--- src/rtl/lvl_intc_pkg.sv ---
package lvl_intc_pkg;

   typedef enum logic [2:0] {
      RGN_NONE,
      RGN_PEND,
      RGN_MODE,
      RGN_PRIO,
      RGN_EN,
      RGN_THR,
      RGN_CLAIM
   } region_e;

   function automatic int unsigned words_for(input int unsigned bits, input int unsigned w);
      return (bits + w - 1) / w;
   endfunction

endpackage

--- src/rtl/lvl_intc_gateway.sv ---
module lvl_intc_gateway #(
   parameter int unsigned NUM_SRC = 80,
   parameter int unsigned ID_W    = $clog2(NUM_SRC)
) (
   input  logic               clk_i,
   input  logic               rst_ni,
   input  logic [NUM_SRC-1:0] src_i,
   input  logic               clr_i,
   input  logic [ID_W-1:0]    clr_id_i,
   output logic [NUM_SRC-1:0] pend_o
);

   assign pend_o[0] = 1'b0;

   for (genvar s = 1; s < NUM_SRC; s++) begin : g_src
      logic hit_clr;
      assign hit_clr = clr_i && (clr_id_i == ID_W'(s));

      always_ff @(posedge clk_i or negedge rst_ni) begin
         if (!rst_ni)        pend_o[s] <= 1'b0;
         else if (hit_clr)   pend_o[s] <= 1'b0;
         else if (src_i[s])  pend_o[s] <= 1'b1;
      end

      // a sampled high level, not cleared by a claim, leaves the bit set
      a_r4_sticky_set: assert property (@(posedge clk_i) disable iff (!rst_ni)
         (src_i[s] || pend_o[s]) && !hit_clr |=> pend_o[s]);
   end

endmodule

--- src/rtl/lvl_intc_select.sv ---
module lvl_intc_select #(
   parameter int unsigned NUM_SRC = 80,
   parameter int unsigned PRIO_W  = 3,
   parameter int unsigned THR_W   = 2,
   parameter int unsigned ID_W    = $clog2(NUM_SRC)
) (
   input  logic [NUM_SRC-1:0]             pend_i,
   input  logic [NUM_SRC-1:0]             en_i,
   input  logic [NUM_SRC-1:0][PRIO_W-1:0] prio_i,
   input  logic [THR_W-1:0]               thr_i,
   output logic                           any_o,
   output logic [ID_W-1:0]                id_o
);

   logic [NUM_SRC-1:0] qual;

   for (genvar s = 0; s < NUM_SRC; s++) begin : g_qual
      assign qual[s] = pend_i[s] && en_i[s] && (prio_i[s] > PRIO_W'(thr_i));
   end

   assign any_o = |qual;

   always_comb begin
      id_o = '0;
      for (int s = NUM_SRC - 1; s >= 1; s--) begin
         if (qual[s]) id_o = ID_W'(s);
      end
   end

endmodule

--- src/rtl/lvl_intc_regs.sv ---
module lvl_intc_regs
   import lvl_intc_pkg::*;
#(
   parameter int unsigned NUM_SRC    = 80,
   parameter int unsigned PRIO_W     = 3,
   parameter int unsigned THR_W      = 2,
   parameter int unsigned DATA_W     = 32,
   parameter int unsigned ADDR_W     = 10,
   parameter int unsigned PEND_BASE  = 'h000,
   parameter int unsigned MODE_BASE  = 'h00C,
   parameter int unsigned PRIO_BASE  = 'h018,
   parameter int unsigned EN_BASE    = 'h200,
   parameter int unsigned THR_BASE   = 'h20C,
   parameter int unsigned CLAIM_BASE = 'h210,
   parameter int unsigned ID_W       = $clog2(NUM_SRC)
) (
   input  logic                           clk_i,
   input  logic                           rst_ni,
   input  logic                           bus_sel_i,
   input  logic                           bus_we_i,
   input  logic [ADDR_W-1:0]              bus_addr_i,
   input  logic [DATA_W-1:0]              bus_wdata_i,
   output logic [DATA_W-1:0]              bus_rdata_o,
   input  logic [NUM_SRC-1:0]             pend_i,
   input  logic [ID_W-1:0]                claim_i,
   output logic [NUM_SRC-1:0]             en_o,
   output logic [NUM_SRC-1:0][PRIO_W-1:0] prio_o,
   output logic [THR_W-1:0]               thr_o,
   output logic                           claim_rd_o,
   output logic                           claim_wr_o
);

   localparam int unsigned WORDS   = words_for(NUM_SRC, DATA_W);
   localparam int unsigned PAD_W   = WORDS * DATA_W;
   localparam int unsigned BYTES_W = DATA_W / 8;

   logic        unused_lsb;
   logic [31:0] wi;
   region_e     region;
   logic [31:0] idx;
   logic [PAD_W-1:0]  pend_pad, en_pad;
   logic [DATA_W-1:0] rd_val;
   logic wr, rd;

   assign unused_lsb = ^bus_addr_i[1:0];
   assign wi = 32'(bus_addr_i[ADDR_W-1:2]);
   assign wr = bus_sel_i && bus_we_i;
   assign rd = bus_sel_i && !bus_we_i;

   // region decode via unsigned offsets, so no comparison can be constant
   always_comb begin
      region = RGN_NONE;
      idx    = '0;
      if ((wi - PEND_BASE / BYTES_W) < WORDS) begin
         region = RGN_PEND;
         idx    = wi - PEND_BASE / BYTES_W;
      end else if ((wi - MODE_BASE / BYTES_W) < WORDS) begin
         region = RGN_MODE;
      end else if ((wi - PRIO_BASE / BYTES_W) < NUM_SRC) begin
         region = RGN_PRIO;
         idx    = wi - PRIO_BASE / BYTES_W;
      end else if ((wi - EN_BASE / BYTES_W) < WORDS) begin
         region = RGN_EN;
         idx    = wi - EN_BASE / BYTES_W;
      end else if (wi == THR_BASE / BYTES_W) begin
         region = RGN_THR;
      end else if (wi == CLAIM_BASE / BYTES_W) begin
         region = RGN_CLAIM;
      end
   end

   for (genvar s = 0; s < NUM_SRC; s++) begin : g_src
      localparam int unsigned W = s / DATA_W;
      localparam int unsigned B = s % DATA_W;

      always_ff @(posedge clk_i or negedge rst_ni) begin
         if (!rst_ni) en_o[s] <= 1'b0;
         else if (wr && region == RGN_EN && idx == 32'(W)) en_o[s] <= bus_wdata_i[B];
      end

      if (s == 0) begin : g_zero
         assign prio_o[s] = '0;
      end else begin : g_prio
         always_ff @(posedge clk_i or negedge rst_ni) begin
            if (!rst_ni) prio_o[s] <= '0;
            else if (wr && region == RGN_PRIO && idx == 32'(s)) prio_o[s] <= bus_wdata_i[PRIO_W-1:0];
         end
      end
   end

   always_ff @(posedge clk_i or negedge rst_ni) begin
      if (!rst_ni) thr_o <= '0;
      else if (wr && region == RGN_THR) thr_o <= bus_wdata_i[THR_W-1:0];
   end

   assign pend_pad   = PAD_W'(pend_i);
   assign en_pad     = PAD_W'(en_o);
   assign claim_rd_o = rd && region == RGN_CLAIM;
   assign claim_wr_o = wr && region == RGN_CLAIM;

   always_comb begin
      rd_val = '0;
      unique case (region)
         RGN_PEND: for (int w = 0; w < WORDS; w++)
                      if (idx == 32'(w)) rd_val = pend_pad[w*DATA_W +: DATA_W];
         RGN_EN:   for (int w = 0; w < WORDS; w++)
                      if (idx == 32'(w)) rd_val = en_pad[w*DATA_W +: DATA_W];
         RGN_PRIO: for (int s = 0; s < NUM_SRC; s++)
                      if (idx == 32'(s)) rd_val = DATA_W'(prio_o[s]);
         RGN_THR:   rd_val = DATA_W'(thr_o);
         RGN_CLAIM: rd_val = DATA_W'(claim_i);
         default:   rd_val = '0;
      endcase
   end

   always_ff @(posedge clk_i or negedge rst_ni) begin
      if (!rst_ni) bus_rdata_o <= '0;
      else if (rd) bus_rdata_o <= rd_val;
   end

   // a threshold write keeps only the low bits of the data
   a_r3_thr_mask: assert property (@(posedge clk_i) disable iff (!rst_ni)
      wr && region == RGN_THR |=> thr_o == $past(bus_wdata_i[THR_W-1:0]));

   // a write to the source-mode range leaves the threshold alone
   a_r10_mode_ignored: assert property (@(posedge clk_i) disable iff (!rst_ni)
      wr && region == RGN_MODE |=> $stable(thr_o) && $stable(en_o));

endmodule

--- src/rtl/lvl_intc.sv ---
module lvl_intc
   import lvl_intc_pkg::*;
#(
   parameter int unsigned NUM_SRC    = 80,
   parameter int unsigned PRIO_W     = 3,
   parameter int unsigned THR_W      = 2,
   parameter int unsigned DATA_W     = 32,
   parameter int unsigned ADDR_W     = 10,
   parameter int unsigned PEND_BASE  = 'h000,
   parameter int unsigned MODE_BASE  = 'h00C,
   parameter int unsigned PRIO_BASE  = 'h018,
   parameter int unsigned EN_BASE    = 'h200,
   parameter int unsigned THR_BASE   = 'h20C,
   parameter int unsigned CLAIM_BASE = 'h210
) (
   input  logic               clk_i,
   input  logic               rst_ni,
   input  logic [NUM_SRC-1:0] src_i,
   input  logic               bus_sel_i,
   input  logic               bus_we_i,
   input  logic [ADDR_W-1:0]  bus_addr_i,
   input  logic [DATA_W-1:0]  bus_wdata_i,
   output logic [DATA_W-1:0]  bus_rdata_o,
   output logic               irq_o
);

   localparam int unsigned ID_W  = $clog2(NUM_SRC);
   localparam int unsigned WORDS = words_for(NUM_SRC, DATA_W);
   localparam int unsigned BYTES = DATA_W / 8;

   if (NUM_SRC < 2 || NUM_SRC > 1023) begin : g_bad_src
      $error("NUM_SRC out of range");
   end
   if (THR_W > PRIO_W || PRIO_W > DATA_W) begin : g_bad_prio
      $error("threshold must not be wider than priority");
   end
   if (DATA_W % 8 != 0 || ID_W > DATA_W) begin : g_bad_data
      $error("DATA_W must be whole bytes and hold an ID");
   end
   if (PEND_BASE + WORDS * BYTES > MODE_BASE || MODE_BASE + WORDS * BYTES > PRIO_BASE ||
       PRIO_BASE + NUM_SRC * BYTES > EN_BASE || EN_BASE + WORDS * BYTES > THR_BASE ||
       THR_BASE >= CLAIM_BASE || CLAIM_BASE >= (1 << ADDR_W)) begin : g_bad_map
      $error("register ranges overlap or exceed the address space");
   end

   logic [NUM_SRC-1:0]             pend;
   logic [NUM_SRC-1:0]             en;
   logic [NUM_SRC-1:0][PRIO_W-1:0] prio;
   logic [THR_W-1:0]               thr;
   logic                           claim_rd, claim_wr, any_qual, complete;
   logic [ID_W-1:0]                pick_id, claim_q;

   lvl_intc_regs #(
      .NUM_SRC(NUM_SRC), .PRIO_W(PRIO_W), .THR_W(THR_W), .DATA_W(DATA_W),
      .ADDR_W(ADDR_W), .PEND_BASE(PEND_BASE), .MODE_BASE(MODE_BASE),
      .PRIO_BASE(PRIO_BASE), .EN_BASE(EN_BASE), .THR_BASE(THR_BASE),
      .CLAIM_BASE(CLAIM_BASE), .ID_W(ID_W)
   ) u_regs (
      .clk_i(clk_i), .rst_ni(rst_ni),
      .bus_sel_i(bus_sel_i), .bus_we_i(bus_we_i), .bus_addr_i(bus_addr_i),
      .bus_wdata_i(bus_wdata_i), .bus_rdata_o(bus_rdata_o),
      .pend_i(pend), .claim_i(claim_q),
      .en_o(en), .prio_o(prio), .thr_o(thr),
      .claim_rd_o(claim_rd), .claim_wr_o(claim_wr)
   );

   lvl_intc_gateway #(.NUM_SRC(NUM_SRC), .ID_W(ID_W)) u_gateway (
      .clk_i(clk_i), .rst_ni(rst_ni), .src_i(src_i),
      .clr_i(claim_rd && claim_q != '0), .clr_id_i(claim_q), .pend_o(pend)
   );

   lvl_intc_select #(.NUM_SRC(NUM_SRC), .PRIO_W(PRIO_W), .THR_W(THR_W), .ID_W(ID_W)) u_select (
      .pend_i(pend), .en_i(en), .prio_i(prio), .thr_i(thr),
      .any_o(any_qual), .id_o(pick_id)
   );

   assign complete = claim_wr && claim_q != '0 && bus_wdata_i == DATA_W'(claim_q);

   always_ff @(posedge clk_i or negedge rst_ni) begin
      if (!rst_ni)                       claim_q <= '0;
      else if (complete)                 claim_q <= '0;
      else if (claim_q == '0 && any_qual) claim_q <= pick_id;
   end

   assign irq_o = any_qual;

   // decode of the pending range, kept apart from the register block for checking
   logic        pend_wr;
   logic [31:0] pend_off;
   assign pend_off = 32'(bus_addr_i[ADDR_W-1:2]) - PEND_BASE / BYTES;
   assign pend_wr  = bus_sel_i && bus_we_i && pend_off < WORDS;

   // a write to the pending words clears no pending bit
   a_r5_pend_readonly: assert property (@(posedge clk_i) disable iff (!rst_ni)
      pend_wr |=> (pend & $past(pend)) == $past(pend));

   // a claim read drops the pending bit of the held source
   a_r8_claim_clears: assert property (@(posedge clk_i) disable iff (!rst_ni)
      claim_rd && claim_q != '0 |=> !pend[$past(claim_q)]);

   // matching completion releases the held ID
   a_r9_complete: assert property (@(posedge clk_i) disable iff (!rst_ni)
      complete |=> claim_q == '0);

   // a mismatching completion is ignored
   a_r9_mismatch: assert property (@(posedge clk_i) disable iff (!rst_ni)
      claim_wr && claim_q != '0 && bus_wdata_i != DATA_W'(claim_q) |=> $stable(claim_q));

   // a held ID stays put until completion
   a_r7_hold: assert property (@(posedge clk_i) disable iff (!rst_ni)
      claim_q != '0 && !claim_wr |=> $stable(claim_q));

endmodule

--- config.mk ---
export PLATFORM = sky130hd
export DESIGN_NAME = lvl_intc
export DESIGN_NICKNAME = d
export VERILOG_FILES = /design/src/rtl/lvl_intc_pkg.sv /design/src/rtl/lvl_intc_gateway.sv /design/src/rtl/lvl_intc_select.sv /design/src/rtl/lvl_intc_regs.sv /design/src/rtl/lvl_intc.sv
export SDC_FILE = /design/constraint.sdc
export NUM_CORES = 1
export LEC_CHECK = 0
export BUFFER_PORTS_ARGS = -buffer_cell sky130_fd_sc_hd__buf_4
export CAP_MARGIN = 5
export CORE_MARGIN = 4
export CORE_UTILIZATION = 30
export DETAILED_ROUTE_END_ITERATION = 10
export GPL_TIMING_DRIVEN = 0
export PLACE_DENSITY = 0.44
export SETUP_SLACK_MARGIN = 0.2
export SYNTH_ARGS = -nofsm -noshare
export SYNTH_HDL_FRONTEND = slang
export SYNTH_SLANG_ARGS = --single-unit
--- constraint.sdc ---
create_clock -name clk_i -period 4.2 [get_ports clk_i]
set_input_delay 0.84 -clock clk_i [delete_from_list [all_inputs] [get_ports clk_i]]
set_output_delay 0.84 -clock clk_i [all_outputs]
set_load 0.05 [all_outputs]
==> summary.md <==
| Metric | Value |
|---|---|
| Status | finished, violations left |
| Failing checks | negative setup slack |
| Clock Pin Slew Worst Setup and Hold Paths | about 0.060 ns |
| Routed met1 length | about 62 mm |
| Area growth syn-to-layout | 25.2% |
| Layout cells sized above 1 | roughly 29% |
| Skew-Pair Late Insertion Delay | 0.66 ns |
| Clk_skew | between 0.02 and 0.025 ns |
| Cell area after layout | ~34,000 um^2 |
| Setup_tns | -0.476 ns |
| Die area | 95,400 um^2 |
| Final Max Tran Viols | 0 |
| FP Rows | 110 |
| H-tree levels | 2 |
| Top sig layer | met5 |
| Asr flop ratio synth | 100% |
| Clock period minus worst slack | ~4.7 ns |
| Ys flop type | dfrtp_1 |
| Synth area leaders | dfrtp_1 40%, mux2_2 11%, ha_1 7.4%, nor2_1 3.0%, a21oi_1 2.9% |
| Crit path required time | 3.36 ns |
| Placer Congestion | approximately 1.0 |
| Vias in the first global route | 25,233 |
| Synth cell types | between 100 and 150 |
| Reg2Reg Depth | 15 |
| First DRT Iteration DRCs | around 2,900 |
| Largest family of logic cells by synthesized area | compound AO/OA/AOI/OAI gates |
| Worst-margin pin slew | 1.34 ns |
| Post-Syn Area per Cell | 9.99 um^2 |
| Met2 Wirelength | around 64 mm |
| PD cells | 326 nW/um^2 |
| XOR/XNOR share of the synthesized area | 0.419% |
| First-pass GRT wire length | 200 mm |
| Initial core utilization | 30.2% |
| Reg2reg end | claim_q[2] |
| Die Span Y | 309 um |
| Maximum clock rate | between 0.2 and 0.25 GHz |
| Seq/Total Area, Yosys | 40.3% |
| Post-synthesis adder-cell area fraction | 7.37% |
| WL met3 | 12.0 mm |
| Most common cell after layout, fill and taps aside | dfrtp_1 |
| Type of the worst min-delay path | input port to asynchronous set/reset pin |
| CTS buffer count | 56 |
| CP startpoint | u_regs.thr_o[1] |
| Synth Instances | between 2,000 and 3,000 |
| CTS sink count | 437 |
| Initial antenna violation count | 6 |
| I/O pin count | approximately 160 |
| WS Path Type | flip-flop to primary output |
| Final setup violation count | 1 |
| Startpoint class of the critical path | flip-flop |
| Yosys top cell area share | 40.3% |
| Multi-input gate area | about 16,000 um^2 |
| Max-Cap Viols | 0 |
| CTS Buffer Depth | 3 |
| #FFs+latches synth | 437 |
| Slew headroom | 10.6% |
| Yosys warns | 0 |
| DRC violations left | 0 |
| Routed vias/inst | 6.02 |
| IO buf count | 153 |
| Worst slack, placed | -2.19 ns |
| RSZ-0062 raised after global routing | true |
| Post-synth EDFFs | 0 |
| Final worst setup slack | -0.476 ns |
| Post-CTS Hold Buffers | 0 |
| Setup crit end | irq_o |
| Final clock period utilization by the worst path | 111% |
| Final core area utilization | 37.8% |
| Die X-Extent | 309 um |
| Routed len/inst | 34.5 um |
| Total GRT Usage | 29.7% |
| Largest net degree at the start of global routing | 120 |
| Final Hold Viols | 0 |
| CTS tree | built |
| CP Capture Type | primary output |
| Vias | roughly 26,000 |
| Leak | 0.0154 uW |
| Post-Synth Simple-Gate Area | 14.9% |
| Core ar. | 89,900 um^2 |
| Mux contribution to synthesized area | around 12% |
| DP Area | roughly 30,000 um^2 |
| GR Overflow Total | 0 |
| Flop-to-flop setup slack | 0.02 ns |
| Synth Area in Compound Gates | between 20% and 30% |
| Crit path max fanout | 9 |
| Final net count | 3,304 |
| Routed Wire Length | 146 mm |
| Worst vdd ir | roughly 0.00030 V |
| Root Buffer Master | clkbuf_16 |
| Syn Nets | 3,002 |
| Most frequent cells in the layout | 436 x dfrtp_1, 262 x mux2_2, 232 x buf_4 |
| Cell taking the most area after synthesis | dfrtp_1 |
| Post-DP HPWL | 113 mm |
| Filler cells | 9,027 |
| Post-Syn Area | 27,100 um^2 |
| FF+latch area | 10,900 um^2 |
| CP arrival | ~3.8 ns |
| Pre-antenna DRT Iters | 6 |
| Detail Route Antenna Nets | 0 |
| Worst reg2reg path startpoint | u_regs.thr_o[1] |
==> worst min-delay path by stage <==
stage | start | end | cells past startpoint
floorplan | u_regs.prio_o[195] | u_regs.prio_o[195] | 1
global placement | u_regs.bus_rdata_o[11] | u_regs.bus_rdata_o[11] | 2
detailed placement | u_regs.bus_rdata_o[5] | u_regs.bus_rdata_o[5] | 2
CTS | rst_ni | u_regs.prio_o[173] | 1
global route | rst_ni | u_regs.prio_o[168] | 1
finish | rst_ni | u_regs.prio_o[170] | 1
==> registers in the layout (all words and copies together), names as in the netlist <==
register            flops
u_regs.thr_o            2
u_regs.bus_rdata_o     32
u_regs.en_o            80
u_gateway.pend_o       79
claim_q                 7
u_regs.prio_o         237
==> cell type report <==
class,instances,area share (%)
tap,1176,4.33
multi-input combinational,2042,48.2
clock buffer,73,4.43
sequential,437,32.2
antenna,4,0.0294
timing repair buffer,244,6.35
clock inverter,29,1.18
buffer,131,2.15
inverter,106,1.18
==> repair_timing <==
action | in CTS | in global routing
setup endpoints to repair | 279 | 70
setup buffers | 53 | 22
pin swaps | 48 | 37
gates cloned | 3 | 2
resized for setup | 165 | 76
hold endpoints to repair | 0 | 0
==> critical path, stage by stage, from the launching register on <==
cell        delay (ns)
dfrtp_1           0.39
clkinvlp_4        0.14
buf_12            0.17
buf_16            0.17
buf_16            0.17
ha_4              0.22
nor2b_1           0.13
a2bb2oi_2         0.18
o211a_1           0.29
nor4_4            0.38
nand4_1           0.28
nor3_4            0.33
nand2_2           0.13
buf_8             0.17
==> cells by family after synthesis <==
| group | Yosys count |
|---|---|
| adder cells (fa/ha/maj) | 160 |
| AO/OA/AOI/OAI | 803 |
| multiplexers | 280 |
| buffers and inverters | 237 |
| XOR/XNOR | 13 |
| AND/OR/NAND/NOR | 786 |
| flip-flops | 437 |
==> cell usage after synthesis (51+ instances only) <==
cell	number
clkbuf_1	71
nor2_1	216
nand2_1	196
o21ai_0	135
a21oi_1	158
nand3_1	51
dfrtp_1	437
o211a_1	75
ha_1	160
mux2_2	262
nor2b_1	87
a2bb2oi_1	75
a22oi_1	78
nor3_1	54
inv_1	105
==> stage by stage <==
| stage | power, uW | hold WS [ns] | cells |
|---|---|---|---|
| 3_5_place_dp | 5810 | 0.482 | 4056 |
| 4_1_cts | 11100 | 0.0930 | 4214 |
| 5_1_grt | 11400 | 0.116 | 4238 |
| 3_3_place_gp | 5770 | 0.486 | 4045 |
| 2_1_floorplan | 5050 | 0.479 | 2716 |
| 6_report | 11100 | 0.0989 | 4242 |
==> report_power, final <==
group          switching, uW  internal (uW)
clock                   2120           3020
sequential              87.5           4280
combinational           1080            507
total                   3290           7810
==> routing by layer <==
| layer | vias up | GRT usage (%) |
|---|---|---|
| met2 | 1328 | 46.4 |
| met5 | - | 0 |
| met3 | 350 | 5.77 |
| li1 | 10868 | - |
| met1 | 12981 | 39.8 |
| met4 | 2 | 13.6 |
(Power assumes the default switching activity.)
